[src/rtl/spi_reg_pkg.sv]
package spi_reg_pkg;
  typedef enum logic [1:0] {
    PH_CTRL = 2'd0,
    PH_DATA = 2'd1,
    PH_HOLD = 2'd2
  } frame_phase_t;
endpackage

[src/rtl/spi_sync.sv]
module spi_sync #(
  parameter int W = 3,
  parameter logic [W-1:0] RST_VAL = '0
) (
  input  logic         clk,
  input  logic         rst,
  input  logic [W-1:0] d,
  output logic [W-1:0] q
);
  for (genvar i = 0; i < W; i++) begin : g_bit
    logic s1, s2;
    always_ff @(posedge clk) begin
      if (rst) begin
        s1 <= RST_VAL[i];
        s2 <= RST_VAL[i];
      end else begin
        s1 <= d[i];
        s2 <= s1;
      end
    end
    assign q[i] = s2;
  end
endmodule

[src/rtl/spi_edge_det.sv]
module spi_edge_det (
  input  logic clk,
  input  logic rst,
  input  logic sck_s,
  input  logic cpol,
  input  logic cpha,
  output logic sample_evt,
  output logic shift_evt
);
  logic lvl, prev_lvl, lead, trail;

  // level relative to idle: 0 = idle, 1 = active
  assign lvl = sck_s ^ cpol;

  always_ff @(posedge clk) begin
    if (rst) prev_lvl <= 1'b0;
    else     prev_lvl <= lvl;
  end

  assign lead       = lvl & ~prev_lvl;
  assign trail      = ~lvl & prev_lvl;
  assign sample_evt = cpha ? trail : lead;
  assign shift_evt  = cpha ? lead : trail;
endmodule

[src/rtl/spi_frame.sv]
module spi_frame
  import spi_reg_pkg::*;
#(
  parameter int ADDR_W = 14,
  parameter int DATA_W = 8
) (
  input  logic              clk,
  input  logic              rst,
  input  logic              cs_act,
  input  logic              mosi_s,
  input  logic              sample_evt,
  input  logic              shift_evt,
  input  logic              lsb_first,
  output logic              miso,
  output logic              miso_oe,
  output logic [ADDR_W-1:0] reg_addr,
  output logic [DATA_W-1:0] reg_wdata,
  output logic              reg_wr,
  output logic              reg_rd,
  input  logic [DATA_W-1:0] reg_rdata
);
  localparam int CTRL_W = ADDR_W + 2;
  localparam int MAX_W  = (CTRL_W > DATA_W) ? CTRL_W : DATA_W;
  localparam int CNT_W  = $clog2(MAX_W);
  localparam logic [CNT_W-1:0] CTRL_LAST = CNT_W'(CTRL_W - 1);
  localparam logic [CNT_W-1:0] DATA_LAST = CNT_W'(DATA_W - 1);

  frame_phase_t      phase;
  logic [CNT_W-1:0]  cnt;
  logic              rw_q, burst_q, first_seen, rd_pend;
  logic [ADDR_W-1:0] addr_sr, cur_addr, addr_nx;
  logic [DATA_W-1:0] rx_sr, rx_nx, tx_sr, tx_shifted;
  logic              tx_bit;

  always_comb begin
    if (lsb_first) begin
      addr_nx    = {mosi_s, addr_sr[ADDR_W-1:1]};
      rx_nx      = {mosi_s, rx_sr[DATA_W-1:1]};
      tx_bit     = tx_sr[0];
      tx_shifted = {1'b0, tx_sr[DATA_W-1:1]};
    end else begin
      addr_nx    = {addr_sr[ADDR_W-2:0], mosi_s};
      rx_nx      = {rx_sr[DATA_W-2:0], mosi_s};
      tx_bit     = tx_sr[DATA_W-1];
      tx_shifted = {tx_sr[DATA_W-2:0], 1'b0};
    end
  end

  always_ff @(posedge clk) begin
    if (rst) begin
      phase      <= PH_CTRL;
      cnt        <= '0;
      rw_q       <= 1'b0;
      burst_q    <= 1'b0;
      first_seen <= 1'b0;
      rd_pend    <= 1'b0;
      addr_sr    <= '0;
      cur_addr   <= '0;
      rx_sr      <= '0;
      tx_sr      <= '0;
      reg_addr   <= '0;
      reg_wdata  <= '0;
      reg_wr     <= 1'b0;
      reg_rd     <= 1'b0;
      miso       <= 1'b0;
      miso_oe    <= 1'b0;
    end else begin
      reg_wr  <= 1'b0;
      reg_rd  <= 1'b0;
      rd_pend <= reg_rd;
      miso    <= tx_bit;
      miso_oe <= cs_act;
      if (!cs_act) begin
        phase      <= PH_CTRL;
        cnt        <= '0;
        first_seen <= 1'b0;
        tx_sr      <= '0;
      end else begin
        if (sample_evt) begin
          case (phase)
            PH_CTRL: begin
              cnt <= cnt + 1'b1;
              if (cnt == '0) begin
                rw_q <= mosi_s;
              end else if (cnt == CTRL_LAST) begin
                burst_q    <= mosi_s;
                phase      <= PH_DATA;
                cnt        <= '0;
                first_seen <= 1'b0;
                cur_addr   <= addr_sr;
                if (rw_q) begin
                  reg_rd   <= 1'b1;
                  reg_addr <= addr_sr;
                end
              end else begin
                addr_sr <= addr_nx;
              end
            end
            PH_DATA: begin
              rx_sr <= rx_nx;
              cnt   <= cnt + 1'b1;
              if (cnt == DATA_LAST) begin
                cnt        <= '0;
                first_seen <= 1'b0;
                cur_addr   <= cur_addr + 1'b1;
                if (!rw_q) begin
                  reg_wr    <= 1'b1;
                  reg_addr  <= cur_addr;
                  reg_wdata <= rx_nx;
                end else if (burst_q) begin
                  reg_rd   <= 1'b1;
                  reg_addr <= cur_addr + 1'b1;
                end
                if (!burst_q) phase <= PH_HOLD;
              end
            end
            default: ;
          endcase
        end
        if (shift_evt && phase == PH_DATA && rw_q) begin
          if (!first_seen) first_seen <= 1'b1;
          else             tx_sr      <= tx_shifted;
        end
        if (rd_pend) tx_sr <= reg_rdata;
      end
    end
  end


  wr_rd_excl_chk: assert property (@(posedge clk) disable iff (rst)
    !(reg_wr && reg_rd)) else $error("write and read strobes overlap");


  wr_single_chk: assert property (@(posedge clk) disable iff (rst)
    reg_wr |=> !reg_wr) else $error("write strobe longer than one cycle");


  idle_no_strobe_chk: assert property (@(posedge clk) disable iff (rst)
    !cs_act |=> !(reg_wr || reg_rd)) else $error("strobe without active select");


  hold_quiet_chk: assert property (@(posedge clk) disable iff (rst)
    (phase == PH_HOLD && $past(phase == PH_HOLD)) |-> !(reg_wr || reg_rd))
    else $error("register access after single byte");
endmodule

[src/rtl/spi_reg_slave.sv]
module spi_reg_slave #(
  parameter int ADDR_W = 14,
  parameter int DATA_W = 8
) (
  input  logic              clk,
  input  logic              rst,
  input  logic              cfg_cpol,
  input  logic              cfg_cpha,
  input  logic              cfg_lsb_first,
  input  logic              spi_sck,
  input  logic              spi_mosi,
  input  logic              spi_cs_n,
  output logic              spi_miso,
  output logic              spi_miso_oe,
  output logic [ADDR_W-1:0] reg_addr,
  output logic [DATA_W-1:0] reg_wdata,
  output logic              reg_wr,
  output logic              reg_rd,
  input  logic [DATA_W-1:0] reg_rdata
);
  logic [2:0] raw_in, sync_out;
  logic       sck_s, mosi_s, cs_n_s, sample_evt, shift_evt;

  assign raw_in = {spi_cs_n, spi_mosi, spi_sck};
  assign {cs_n_s, mosi_s, sck_s} = sync_out;

  spi_sync #(.W(3), .RST_VAL(3'b100)) u_sync (
    .clk(clk), .rst(rst), .d(raw_in), .q(sync_out)
  );

  spi_edge_det u_edge (
    .clk(clk), .rst(rst), .sck_s(sck_s), .cpol(cfg_cpol), .cpha(cfg_cpha),
    .sample_evt(sample_evt), .shift_evt(shift_evt)
  );

  spi_frame #(.ADDR_W(ADDR_W), .DATA_W(DATA_W)) u_frame (
    .clk(clk), .rst(rst), .cs_act(~cs_n_s), .mosi_s(mosi_s),
    .sample_evt(sample_evt), .shift_evt(shift_evt), .lsb_first(cfg_lsb_first),
    .miso(spi_miso), .miso_oe(spi_miso_oe), .reg_addr(reg_addr),
    .reg_wdata(reg_wdata), .reg_wr(reg_wr), .reg_rd(reg_rd), .reg_rdata(reg_rdata)
  );


  oe_release_chk: assert property (@(posedge clk) disable iff (rst)
    $past(spi_cs_n, 3) |-> !spi_miso_oe) else $error("output enable after select release");
endmodule

[config.mk]
export PLATFORM = sky130hd
export DESIGN_NAME = spi_reg_slave
export DESIGN_NICKNAME = d
export VERILOG_FILES = /design/src/rtl/spi_reg_pkg.sv /design/src/rtl/spi_sync.sv /design/src/rtl/spi_edge_det.sv /design/src/rtl/spi_frame.sv /design/src/rtl/spi_reg_slave.sv
export SDC_FILE = /design/constraint.sdc
export NUM_CORES = 1
export LEC_CHECK = 0
export ABC_AREA = 1
export ABC_CLOCK_PERIOD_IN_PS = 2100
export BUFFER_PORTS_ARGS = -buffer_cell sky130_fd_sc_hd__buf_2
export CAP_MARGIN = 15
export CORE_ASPECT_RATIO = 0.6
export CORE_MARGIN = 2
export CORE_UTILIZATION = 30
export CTS_BUF_LIST = sky130_fd_sc_hd__clkbuf_16
export DETAILED_ROUTE_END_ITERATION = 8
export PLACE_DENSITY_LB_ADDON = 0.05
export SLEW_MARGIN = 20
export SYNTH_ARGS = -nofsm -noshare
export SYNTH_HDL_FRONTEND = slang
export SYNTH_HIERARCHICAL = 1
export SYNTH_SLANG_ARGS = --single-unit
[constraint.sdc]
create_clock -name clk -period 2.1 [get_ports clk]
set_input_delay 0.42 -clock clk [delete_from_list [all_inputs] [get_ports clk]]
set_output_delay 0.42 -clock clk [all_outputs]
set_load 0.1 [all_outputs]
==> impl_metrics.toml <==
[finish]
layout.filler_cells = 1618
antenna_cells = 0
drive_above_1_share = 0.124
syn2layout_area_growth_pct = 17.1
finish.net_count = 721

[setup_path]
critPathKind = "register to register"
worst_setup_path_end_kind = "register"
crit_arrival_ns = 2.09
worst_r2r_endpoint = "u_frame/cur_addr[6]"
critical_path.reg2reg.startpoint = "u_frame/cnt[0]"
timing.critical_path.fanout_max = 17
crit_path_end = "u_frame/cur_addr[6]"
r2r_slack_ns = 0.24
critPathLaunch = "u_frame/cnt[0]"
reg2regPathDepth = 10
worstSetupStartpointType = "register"
worst-endpoint-required_ns = 2.33

[global_route]
first_global_vias = 4061
grt_start_max_net_pins = 54
grt_first_pass_wirelength_mm = 20.8
antenna_found_initial = 0
grt_use_total = 0.165
globalRouteOverflowTotal = 0

[flow_run]
number_of_violations_of_the_max_capacitance_limit = 0

[routing]
detail-route-antenna-nets = 0
dr.pass1.iters = 4
drt-total-wl_mm = 12.1
overall_via_count_from_detail_route = 4215
drt_iter0_markers = 338
drt-vias-per-instance = 4.66
avgRoutedWirePerCell_um = 13.4
drc = 0

[die]
top_level_ports = 42
die_w_um = 160
initial_utilization = 0.305
die-area_um2 = 15600
std_cell_rows = 34
dieHeight_um = 97.6
floorplan.core_area_um2 = 14400

[clock_network]
cts_resized = 0
clock_tree.htree_level_count = 3
clock_sinks = 87
cts_inserted_buffers = 9
post-cts-setup-buffer-count = 0
root_buffer = "sky130_fd_sc_hd__clkbuf_16"
ctsHoldBuffers = 0
clock_latency_ns = 0.34
clk_path_buf_depth = 2
cts_tree = "built"
cts.reportedPaths.clkPinSlew_ns = 0.06

[synth]
post_synth_fa_ha_maj_area_fraction = 0.00857
synth_top_family_by_area = "simple AND/OR/NAND/NOR gates"
synth.cell_area_um2 = 4380
synth.area.mux_share = 0.00686
synthDistinctLibCells = 29
synth-seq-area-share = 0.398
synth-xor-area-share = 0.00200
netlist_instances = 666
average_footprint_of_a_synthesized_cell_um2 = 6.58
post_synthesis_compound_gate_area_fraction = 0.207
syn_nets = 685
synthSimpleGateAreaFrac = 0.266
synth.yosys.warnings = 6
synth.ff_latch_count = 87

[timing]
max_slew_vio_count = 0
maxSlewHeadroom = 0.631
setup_repair_after_global_routing_missed_its_margin = "false"
share_of_the_clock_period_used_by_the_worst_path = 0.884
setup_slack_ns = 0.243
fmax_mhz = 538
finClkSkew_ns = 0.00748
fin_setup_tns_ns = 0
hold_viol_final = 0
period_minus_slack_ns = 1.86
total_of_endpoints_with_negative_setup_slack_in_the_final_report = 0
worst_pin_slew_ns = 0.553

[power_and_ir_drop]
peakVddDrop_mv = 0.338
leak_pwr_nw = 2.12
p_per_area_nw_per_um2 = 710

[place]
dpl.hpwl_mm = 8.57
post-place-ws_ns = 0.107
numPortBuffers = 41
gp_routability_congestion = 0.780

[outcome]
run_status = "finished clean"

[min_path]
min_path_type = "input pin to register"
-- flip-flops by register name, summed over array words and instances (netlist names) --
register,flops
u_frame/cur_addr,14
u_frame/burst_q,1
u_frame/cnt,4
u_frame/miso_oe,1
u_frame/rd_pend,1
u_frame/first_seen,1
u_frame/reg_wr,1
u_frame/addr_sr,14
u_frame/reg_wdata,8
u_sync/g_bit.s2,3
u_frame/phase,2
u_frame/miso,1
u_frame/reg_rd,1
u_frame/reg_addr,14
u_edge/prev_lvl,1
u_frame/rw_q,1
u_frame/rx_sr,8
u_sync/g_bit.s1,3
u_frame/tx_sr,8
-- synth_stat cells --
library cell	instances	area [µm²]
sky130_fd_sc_hd__o21a_1	1	7.51
sky130_fd_sc_hd__inv_2	3	11.3
sky130_fd_sc_hd__o21ai_2	1	8.76
sky130_fd_sc_hd__nand4_1	7	43.8
sky130_fd_sc_hd__a211oi_1	4	30.0
sky130_fd_sc_hd__nand2_4	1	11.3
sky130_fd_sc_hd__ha_1	3	37.5
sky130_fd_sc_hd__nand2_1	139	522
sky130_fd_sc_hd__a31oi_1	2	12.5
sky130_fd_sc_hd__dfxtp_1	87	1740
sky130_fd_sc_hd__o21ai_1	4	20.0
sky130_fd_sc_hd__clkbuf_1	16	60.1
sky130_fd_sc_hd__nor2_1	84	315
sky130_fd_sc_hd__mux2i_1	3	30.0
sky130_fd_sc_hd__nor2_4	2	22.5
sky130_fd_sc_hd__buf_4	4	30.0
sky130_fd_sc_hd__inv_4	2	12.5
sky130_fd_sc_hd__a21oi_1	68	340
sky130_fd_sc_hd__nand3_2	1	10.0
sky130_fd_sc_hd__buf_6	4	45.0
sky130_fd_sc_hd__inv_1	78	293
sky130_fd_sc_hd__nor2_2	1	6.26
sky130_fd_sc_hd__nand2_2	6	37.5
sky130_fd_sc_hd__o22ai_1	1	6.26
sky130_fd_sc_hd__nand3_1	34	170
sky130_fd_sc_hd__nor3_1	5	25.0
sky130_fd_sc_hd__o21ai_0	96	480
sky130_fd_sc_hd__buf_2	8	40.0
sky130_fd_sc_hd__xnor2_1	1	8.76
-- area by class of cell --
type	count	area (µm²)	area share
clock inverters	7	111	0.0217
inverters	83	317	0.0618
flip-flops and latches	87	1740	0.340
clock buffers	9	225	0.0439
well taps	198	248	0.0483
repair buffers	57	338	0.0659
multi-input cells	464	2150	0.419
-- critical path, stage by stage (launching register included) --
cell	delay (ns)
sky130_fd_sc_hd__dfxtp_1	0.38
sky130_fd_sc_hd__ha_1	0.24
sky130_fd_sc_hd__nand2_1	0.10
sky130_fd_sc_hd__nor2_1	0.23
sky130_fd_sc_hd__nand2_2	0.11
sky130_fd_sc_hd__nand2_2	0.11
sky130_fd_sc_hd__nand2_4	0.15
sky130_fd_sc_hd__inv_4	0.21
sky130_fd_sc_hd__nand2_1	0.07
sky130_fd_sc_hd__nor2_1	0.09
sky130_fd_sc_hd__nor2_1	0.05
-- per-layer routing --
| metal | up-vias | track usage | share of wire |
|---|---|---|---|
| li1 | 2222 | - | - |
| met4 | 0 | 0.0464 | 0.012 |
| met2 | 74 | 0.236 | 0.38 |
| met3 | 13 | 0.0380 | 0.053 |
| met5 | - | 0 | 0 |
| met1 | 1906 | 0.245 | 0.56 |
-- per-stage QoR --
step / cells / hold WS, ns / util / instance area [µm²] / total power [mW]
after floorplan: 666 / 0.386 / - / 4380 / 1.80
after global placement: 889 / 0.393 / 0.333 / 4790 / 1.85
after detailed placement: 889 / 0.392 / 0.333 / 4790 / 1.85
after CTS: 905 / 0.248 / 0.357 / 5130 / 3.70
after global routing: 905 / 0.255 / 0.357 / 5130 / 3.78
final: 905 / 0.263 / 0.357 / 5130 / 3.64
-- cell families after synthesis --
kind of cell | after synthesis
muxes | 3
AOI/OAI and AO/OA | 177
and+or+nand+nor | 280
DFF | 87
xor gates and xnor gates | 1
adders and majority gates | 3
buffers and inverters | 115
-- how the worst min path moves through the flow --
| stage | startpoint | to | slack [ns] | depth (start not counted) |
|---|---|---|---|---|
| 3_5_place_dp | u_sync/g_bit[0].s1 | u_sync/g_bit[0].s2 | 0.39 | 2 |
| 3_3_place_gp | u_sync/g_bit[0].s1 | u_sync/g_bit[0].s2 | 0.39 | 2 |
| 5_1_grt | spi_cs_n | u_sync/g_bit[2].s1 | 0.26 | 3 |
| 2_1_floorplan | u_sync/g_bit[2].s1 | u_sync/g_bit[2].s2 | 0.39 | 2 |
| 4_1_cts | spi_cs_n | u_sync/g_bit[2].s1 | 0.25 | 3 |
| 6_report | spi_cs_n | u_sync/g_bit[2].s1 | 0.26 | 3 |
-- cells in the final DEF (no fill, tap or decap) --
master,instances
sky130_fd_sc_hd__inv_1,78
sky130_fd_sc_hd__ha_1,3
sky130_fd_sc_hd__buf_12,1
sky130_fd_sc_hd__nor3_1,5
sky130_fd_sc_hd__inv_2,3
sky130_fd_sc_hd__o21ai_0,96
sky130_fd_sc_hd__o21ai_1,4
sky130_fd_sc_hd__nor2_1,84
sky130_fd_sc_hd__nor2_4,2
sky130_fd_sc_hd__o22ai_1,1
sky130_fd_sc_hd__nand3_1,34
sky130_fd_sc_hd__xnor2_1,1
sky130_fd_sc_hd__clkinv_2,1
sky130_fd_sc_hd__dfxtp_1,87
sky130_fd_sc_hd__o21a_1,1
sky130_fd_sc_hd__nand2_4,1
sky130_fd_sc_hd__o21ai_2,1
sky130_fd_sc_hd__a21oi_1,68
sky130_fd_sc_hd__inv_4,2
sky130_fd_sc_hd__a31oi_1,2
sky130_fd_sc_hd__clkbuf_16,9
sky130_fd_sc_hd__mux2i_1,3
sky130_fd_sc_hd__clkinv_4,1
sky130_fd_sc_hd__nand2_1,139
sky130_fd_sc_hd__bufinv_16,3
sky130_fd_sc_hd__nand3_2,1
sky130_fd_sc_hd__clkinv_1,2
sky130_fd_sc_hd__a211oi_1,4
sky130_fd_sc_hd__nand4_1,7
sky130_fd_sc_hd__buf_4,15
sky130_fd_sc_hd__buf_2,41
sky130_fd_sc_hd__nand2_2,6
sky130_fd_sc_hd__nor2_2,1
-- report_power, final --
group,switching (mW),total [mW],internal (mW),leakage (nW)
clock network,0.675,1.83,1.16,0.164
logic,0.101,0.143,0.0424,1.26
registers,0.00529,1.66,1.66,0.702
No activity file was read; power rests on OpenSTA's default activity.
